$ cat src/rtl/olp_pkg.sv
// Package: shared types of the overload fault sequencer.
// Assumes: nothing beyond IEEE 1800-2017.
package olp_pkg;

    // Operating phase of the sequencer.
    typedef enum logic [1:0] {
        PH_SOFT = 2'd0,  // switching with soft-start ramp
        PH_RUN  = 2'd1,  // normal switching
        PH_WAIT = 2'd2   // switching off, auto-restart wait
    } phase_t;

endpackage

$ cat src/rtl/olp_ovl_counter.sv
// Module: up/down overload counter with a continuous-overload span timer.
// Counts current-limited cycles up and clean cycles down (saturating at 0),
// and optionally measures in ms ticks how long an unbroken run of limited
// cycles has lasted. Either reaching its limit raises a one-clock trip.
// Assumes: cyc_done is a one-clock pulse; clr has priority over counting.
module olp_ovl_counter #(
    parameter int OVL_EOC       = 3000,
    parameter int OVL_MAX_TICKS = 100
) (
    input  logic clk,
    input  logic rst_n,
    input  logic en,
    input  logic clr,
    input  logic cyc_done,
    input  logic cyc_ilim,
    input  logic ms_tick,
    output logic trip
);
    localparam int CW = $clog2(OVL_EOC + 1);

    logic [CW-1:0] cnt_q;
    logic          run_q;
    logic          ilim_cyc;
    logic          clean_cyc;
    logic          trip_cnt;
    logic          trip_span;

    assign ilim_cyc  = en && cyc_done && cyc_ilim;
    assign clean_cyc = en && cyc_done && !cyc_ilim;
    assign trip_cnt  = ilim_cyc && (cnt_q == CW'(OVL_EOC - 1));
    assign trip      = trip_cnt || trip_span;

    // Net overload count and the "inside a limited run" flag.
    always_ff @(posedge clk) begin
        if (!rst_n || clr) begin
            cnt_q <= '0;
            run_q <= 1'b0;
        end else if (ilim_cyc) begin
            cnt_q <= cnt_q + CW'(1);
            run_q <= 1'b1;
        end else if (clean_cyc) begin
            cnt_q <= (cnt_q == '0) ? '0 : cnt_q - CW'(1);
            run_q <= 1'b0;
        end
    end

    generate
        if (OVL_MAX_TICKS > 0) begin : g_span
            localparam int SW = $clog2(OVL_MAX_TICKS + 1);
            logic [SW-1:0] span_q;
            logic          span_inc;

            assign span_inc  = en && ms_tick && run_q && !clean_cyc;
            assign trip_span = span_inc && (span_q == SW'(OVL_MAX_TICKS - 1));

            // Milliseconds elapsed inside the current limited run.
            always_ff @(posedge clk) begin
                if (!rst_n || clr || clean_cyc) begin
                    span_q <= '0;
                end else if (span_inc) begin
                    span_q <= span_q + SW'(1);
                end
            end
        end else begin : g_nospan
            assign trip_span = 1'b0;
        end
    endgenerate

endmodule

$ cat src/rtl/olp_hot_filter.sv
// Module: consecutive-cycle filter for the over-temperature flag.
// Trips when HOT_RUN reported cycles in a row carry the flag; any cycle
// without it restarts the run.
// Assumes: cyc_done is a one-clock pulse; clr has priority.
module olp_hot_filter #(
    parameter int HOT_RUN = 3
) (
    input  logic clk,
    input  logic rst_n,
    input  logic en,
    input  logic clr,
    input  logic cyc_done,
    input  logic cyc_hot,
    output logic trip
);
    localparam int RW = $clog2(HOT_RUN + 1);

    logic [RW-1:0] run_q;

    assign trip = en && cyc_done && cyc_hot && (run_q == RW'(HOT_RUN - 1));

    // Length of the current run of hot cycles.
    always_ff @(posedge clk) begin
        if (!rst_n || clr) begin
            run_q <= '0;
        end else if (en && cyc_done) begin
            run_q <= cyc_hot ? run_q + RW'(1) : '0;
        end
    end

endmodule

$ cat src/rtl/olp_phase_seq.sv
// Module: phase sequencer (soft-start, run, restart wait) with tick timer.
// A trip in soft-start or run enters the wait; the wait always runs its
// full length and then re-enters soft-start.
// Assumes: ms_tick is a one-clock pulse; trip is only meaningful off-wait.
module olp_phase_seq
    import olp_pkg::*;
#(
    parameter int SS_TICKS  = 8,
    parameter int RST_TICKS = 1000
) (
    input  logic   clk,
    input  logic   rst_n,
    input  logic   trip,
    input  logic   ms_tick,
    output phase_t phase
);
    localparam int TMAX = (SS_TICKS > RST_TICKS) ? SS_TICKS : RST_TICKS;
    localparam int TW   = $clog2(TMAX + 1);

    phase_t        ph_q;
    logic [TW-1:0] t_q;

    assign phase = ph_q;

    // Phase transitions and the shared tick timer.
    always_ff @(posedge clk) begin
        if (!rst_n) begin
            ph_q <= PH_SOFT;
            t_q  <= '0;
        end else begin
            unique case (ph_q)
                PH_SOFT: begin
                    if (trip) begin
                        ph_q <= PH_WAIT;
                        t_q  <= '0;
                    end else if (ms_tick) begin
                        if (t_q == TW'(SS_TICKS - 1)) begin
                            ph_q <= PH_RUN;
                            t_q  <= '0;
                        end else begin
                            t_q <= t_q + TW'(1);
                        end
                    end
                end
                PH_RUN: begin
                    if (trip) begin
                        ph_q <= PH_WAIT;
                        t_q  <= '0;
                    end
                end
                PH_WAIT: begin
                    if (ms_tick) begin
                        if (t_q == TW'(RST_TICKS - 1)) begin
                            ph_q <= PH_SOFT;
                            t_q  <= '0;
                        end else begin
                            t_q <= t_q + TW'(1);
                        end
                    end
                end
                default: begin
                    ph_q <= PH_WAIT;
                    t_q  <= '0;
                end
            endcase
        end
    end

endmodule

$ cat src/rtl/olp_fault_seq.sv
// Module: top of the overload fault sequencer.
// Combines the overload counter, the temperature filter and the phase
// sequencer; any trip clears all fault history and starts the restart wait.
// Assumes: cycle flags are valid only with cyc_done; all inputs synchronous.
module olp_fault_seq
    import olp_pkg::*;
#(
    parameter int OVL_EOC       = 3000,
    parameter int OVL_MAX_TICKS = 100,
    parameter int RST_TICKS     = 1000,
    parameter int SS_TICKS      = 8,
    parameter int HOT_RUN       = 3
) (
    input  logic clk,
    input  logic rst_n,
    input  logic cyc_done,
    input  logic cyc_ilim,
    input  logic cyc_hot,
    input  logic ms_tick,
    output logic pwm_en,
    output logic ss_req
);
    phase_t phase;
    logic   active;
    logic   trip_ovl;
    logic   trip_hot;
    logic   trip_any;

    assign active   = (phase != PH_WAIT);
    assign trip_any = trip_ovl || trip_hot;
    assign pwm_en   = active;
    assign ss_req   = (phase == PH_SOFT);

    olp_ovl_counter #(
        .OVL_EOC       (OVL_EOC),
        .OVL_MAX_TICKS (OVL_MAX_TICKS)
    ) u_ovl (
        .clk      (clk),
        .rst_n    (rst_n),
        .en       (active),
        .clr      (trip_any),
        .cyc_done (cyc_done),
        .cyc_ilim (cyc_ilim),
        .ms_tick  (ms_tick),
        .trip     (trip_ovl)
    );

    olp_hot_filter #(
        .HOT_RUN (HOT_RUN)
    ) u_hot (
        .clk      (clk),
        .rst_n    (rst_n),
        .en       (active),
        .clr      (trip_any),
        .cyc_done (cyc_done),
        .cyc_hot  (cyc_hot),
        .trip     (trip_hot)
    );

    olp_phase_seq #(
        .SS_TICKS  (SS_TICKS),
        .RST_TICKS (RST_TICKS)
    ) u_seq (
        .clk     (clk),
        .rst_n   (rst_n),
        .trip    (trip_any),
        .ms_tick (ms_tick),
        .phase   (phase)
    );

endmodule

$ cat config.mk
export PLATFORM = sky130hd
export DESIGN_NAME = olp_fault_seq
export DESIGN_NICKNAME = d
export VERILOG_FILES = /design/src/rtl/olp_pkg.sv /design/src/rtl/olp_ovl_counter.sv /design/src/rtl/olp_hot_filter.sv /design/src/rtl/olp_phase_seq.sv /design/src/rtl/olp_fault_seq.sv
export SDC_FILE = /design/constraint.sdc
export NUM_CORES = 1
export LEC_CHECK = 0
export ABC_AREA = 1
export BUFFER_PORTS_ARGS = -buffer_cell sky130_fd_sc_hd__buf_4
export CAP_MARGIN = 20
export CELL_PAD_IN_SITES_DETAIL_PLACEMENT = 1
export CELL_PAD_IN_SITES_GLOBAL_PLACEMENT = 2
export CORE_UTILIZATION = 39
export CTS_BUF_LIST = sky130_fd_sc_hd__clkbuf_4
export CTS_CLUSTER_SIZE = 24
export DETAILED_ROUTE_END_ITERATION = 8
export GPL_TIMING_DRIVEN = 0
export PLACE_DENSITY_LB_ADDON = 0.08
export SKIP_CTS_REPAIR_TIMING = 1
export SLEW_MARGIN = 15
export SYNTH_ARGS = -nofsm -noshare
export SYNTH_HDL_FRONTEND = slang
export SYNTH_SLANG_ARGS = --single-unit
$ cat constraint.sdc
create_clock -name clk -period 3.5 [get_ports clk]
set_clock_uncertainty 0.1 [all_clocks]
set_input_delay 0.175 -clock clk [delete_from_list [all_inputs] [get_ports clk]]
set_output_delay 0.175 -clock clk [all_outputs]
set_load 0.01 [all_outputs]
==> metrics <==
remaining global-route overflow 0; Max stage delay on crit path around 0.42 ns; clk root buf clkbuf_4; layout net count 377; share of the synthesized area in the top cell type between 20% and 30%; slowest CP cell dfxtp_1; Post-Syn Area about 2300 µm²; most instantiated cells after synthesis nand2_1, nor2_1, inv_1, dfxtp_1, nand3_1; DP HPWL 4.73 mm; post-layout min period around 2 ns; Pre-antenna DRT Iters 4; Top FF cell, synth dfxtp_1; actual slew at the worst max-slew pin 0.799 ns; IO Port Bufs 7; Post-synth EDFFs 0; area leader, netlist dfxtp_1; Clock Pin Slew Worst Setup and Hold Paths between 0.1 and 0.15 ns; startpoint type of the worst setup path flop; post-synthesis mux area share 0%; ranking of synthesized cells by area dfxtp_1, nand2_1, nor2_1; cell mode on critical path nand2_4; Slew headroom a little under half; status completed; Simple-Gate Fraction of Synth Area 42.1%; DIE AREA 6290 µm²; share of cells above drive strength 1 a little over an eighth; WL final slightly above 6 mm; Die Ht approximately 79 µm; Post-Synth Adder-Cell Area around 3.2%; setup TNS 0 ns; DIE WIDTH just under 80 µm; post-synthesis sequential area ratio between 20 and 30%; crit path buf inv count 2; WL per Instance 14.0 µm; CP endpoint kind flop; Final GP Congestion 0.816; Crit Path Category flop to flop; # diodes 0; clk buf depth 2; family with the most delay on the worst path simple AND/OR/NAND/NOR gates; fin area 2590 µm²; area grow syn2layout 11.1%; Crit path required time around 3.6 ns; initial antenna violation count 0; arrival time at the worst endpoint 2.11 ns; initial core utilization about two fifths; compound-gate portion of the synthesized area 11.3%; max cap viols 0; Setup WS post-layout about 1.5 ns; Async S/R FF share, synth 0%; Hold Path Class primary input to flop; largest family of logic cells by synthesized area simple AND/OR/NAND/NOR gates; pre-CTS setup slack 1.50 ns; Fill cells between 700 and 800; GRT Resource Usage Total roughly a fifth; warnings from Yosys 0; synthesized flop and latch total 34; DRC viols 0; maximum clock rate about 510 MHz; FF-to-FF Start u_seq.phase[0]; Starting DRT DRC Count between 90 and 100; vias in the first global route around 2100; crit-path cells inv_2 > nand2_4 > nand2_4 > buf_2 > nor3_1 > nor2_2 > nand4_2 > nand3_4 > nand2_2 > nor2_1; syn avg cell area ~6.7 µm²; period utilization 56.3%; FP Rows 27; Ports 8; Syn Nets between 300 and 400; Power Dens Cells around 600 nW/µm²; worst vdd ir between 0.2 and 0.3 mV; clk sink count 34; WHS roughly 0.020 ns; CTS tree done; Area after DPL between 2000 and 2500 µm²; xor and xnor area share after synthesis between 4 and 5%; Antenna Nets Post-Route 0; maximum fanout along the worst path 10; CTS H-tree depth 2; Lkg Pwr around 1.1 nW; Fin. Hold Viols 0; RSZ-0062 raised after global routing false; fin. max-slew vios 0; Core Area between 5000 and 6000 µm²; CTS buffer count 5; largest net degree at the start of global routing 13; most frequent cell after synthesis nand2_1; via count roughly 2200; Critical Path Start u_seq.phase[0]; final setup fails 0; Unique masters post-synth 41; synthesized instance count 350; worst skew pair latency 0.34 ns; Via density between 5 and 6; Worst Hold Launch cyc_hot; first-pass GRT wire length 10.4 mm
report_power, final:
group	total, W	leakage (nW)	internal (W)	switching (W)
clock	0.000380	0.0554	0.000223	0.000156
combinational	0.000601	0.782	0.000210	0.000391
sequential	0.000536	0.277	0.000460	0.0000762
total	0.00152	1.11	0.000894	0.000624
registers in the layout, summed over array words and instances, names as in the netlist:
register / count
u_ovl.cnt_q: 12
u_seq.t_q: 10
u_ovl.g_span.span_q: 7
u_hot.run_q: 2
u_seq.phase: 2
u_ovl.run_q: 1
metrics by stage:
| stage | util (%) | total power [W] | std cells |
|---|---|---|---|
| floorplan | - | 0.000986 | 350 |
| global placement | 43.9 | 0.00113 | 429 |
| detailed placement | 43.9 | 0.00114 | 429 |
| CTS | 45.8 | 0.00153 | 437 |
| global route | 45.9 | 0.00165 | 438 |
| finish | 45.9 | 0.00152 | 438 |
area by class of cell:
| type | count | area [µm²] | area share, % |
|---|---|---|---|
| Clock inverter | 3 | 68.8 | 2.66 |
| Buffer | 7 | 42.5 | 1.64 |
| Multi-Input combinational cell | 261 | 1430 | 55.0 |
| Timing Repair Buffer | 8 | 62.6 | 2.41 |
| Tap cell | 72 | 90.1 | 3.48 |
| Sequential cell | 34 | 681 | 26.3 |
| Clock buffer | 5 | 37.5 | 1.45 |
| Inverter | 48 | 183 | 7.05 |
worst min-delay path: stages:
cell     delay [ns]
buf_4          0.12
nand3_1        0.07
a21oi_1        0.05
path summary, 6_finish.rpt:
| kind | to | slack, ns | cells after the start |
|---|---|---|---|
| hold / removal | u_hot.run_q[0] | 0.02 | 3 |
| hold reg to reg | u_hot.run_q[0] | 0.37 | 2 |
| setup / recovery | u_seq.t_q[8] | 1.53 | 10 |
| setup reg to reg | u_seq.t_q[8] | 1.53 | 10 |
cells by family after synthesis:
group           Yosys count
simple gates            197
buf+inv                  55
compound gates           46
flops                    34
xor+xnor                 12
fa+ha+maj                 6
placed cells by master, fill, tap and decap left out, drive strengths merged, types with 4 or more instances in the layout:
| cell type | instances |
|---|---|
| xor2 | 10 |
| nand4 | 8 |
| inv | 48 |
| nor3 | 11 |
| or2 | 4 |
| dfxtp | 34 |
| nand3 | 37 |
| buf | 13 |
| a211oi | 4 |
| clkbuf | 6 |
| nand2 | 75 |
| a21oi | 18 |
| nor2 | 56 |
| o21ai | 17 |
| ha | 6 |
layer usage:
metal | GRT usage, % | vias to the layer above | part of all wire [%] | routed length [µm]
met5 | 0 | - | 0 | 0
met3 | 3.45 | 4 | 2.3 | 142
met4 | 4.55 | 0 | 0.65 | 40
met2 | 32.0 | 24 | 43 | 2610
li1 | - | 1172 | - | -
met1 | 31.8 | 1036 | 54 | 3330
Power figures use the tool's default switching activity.
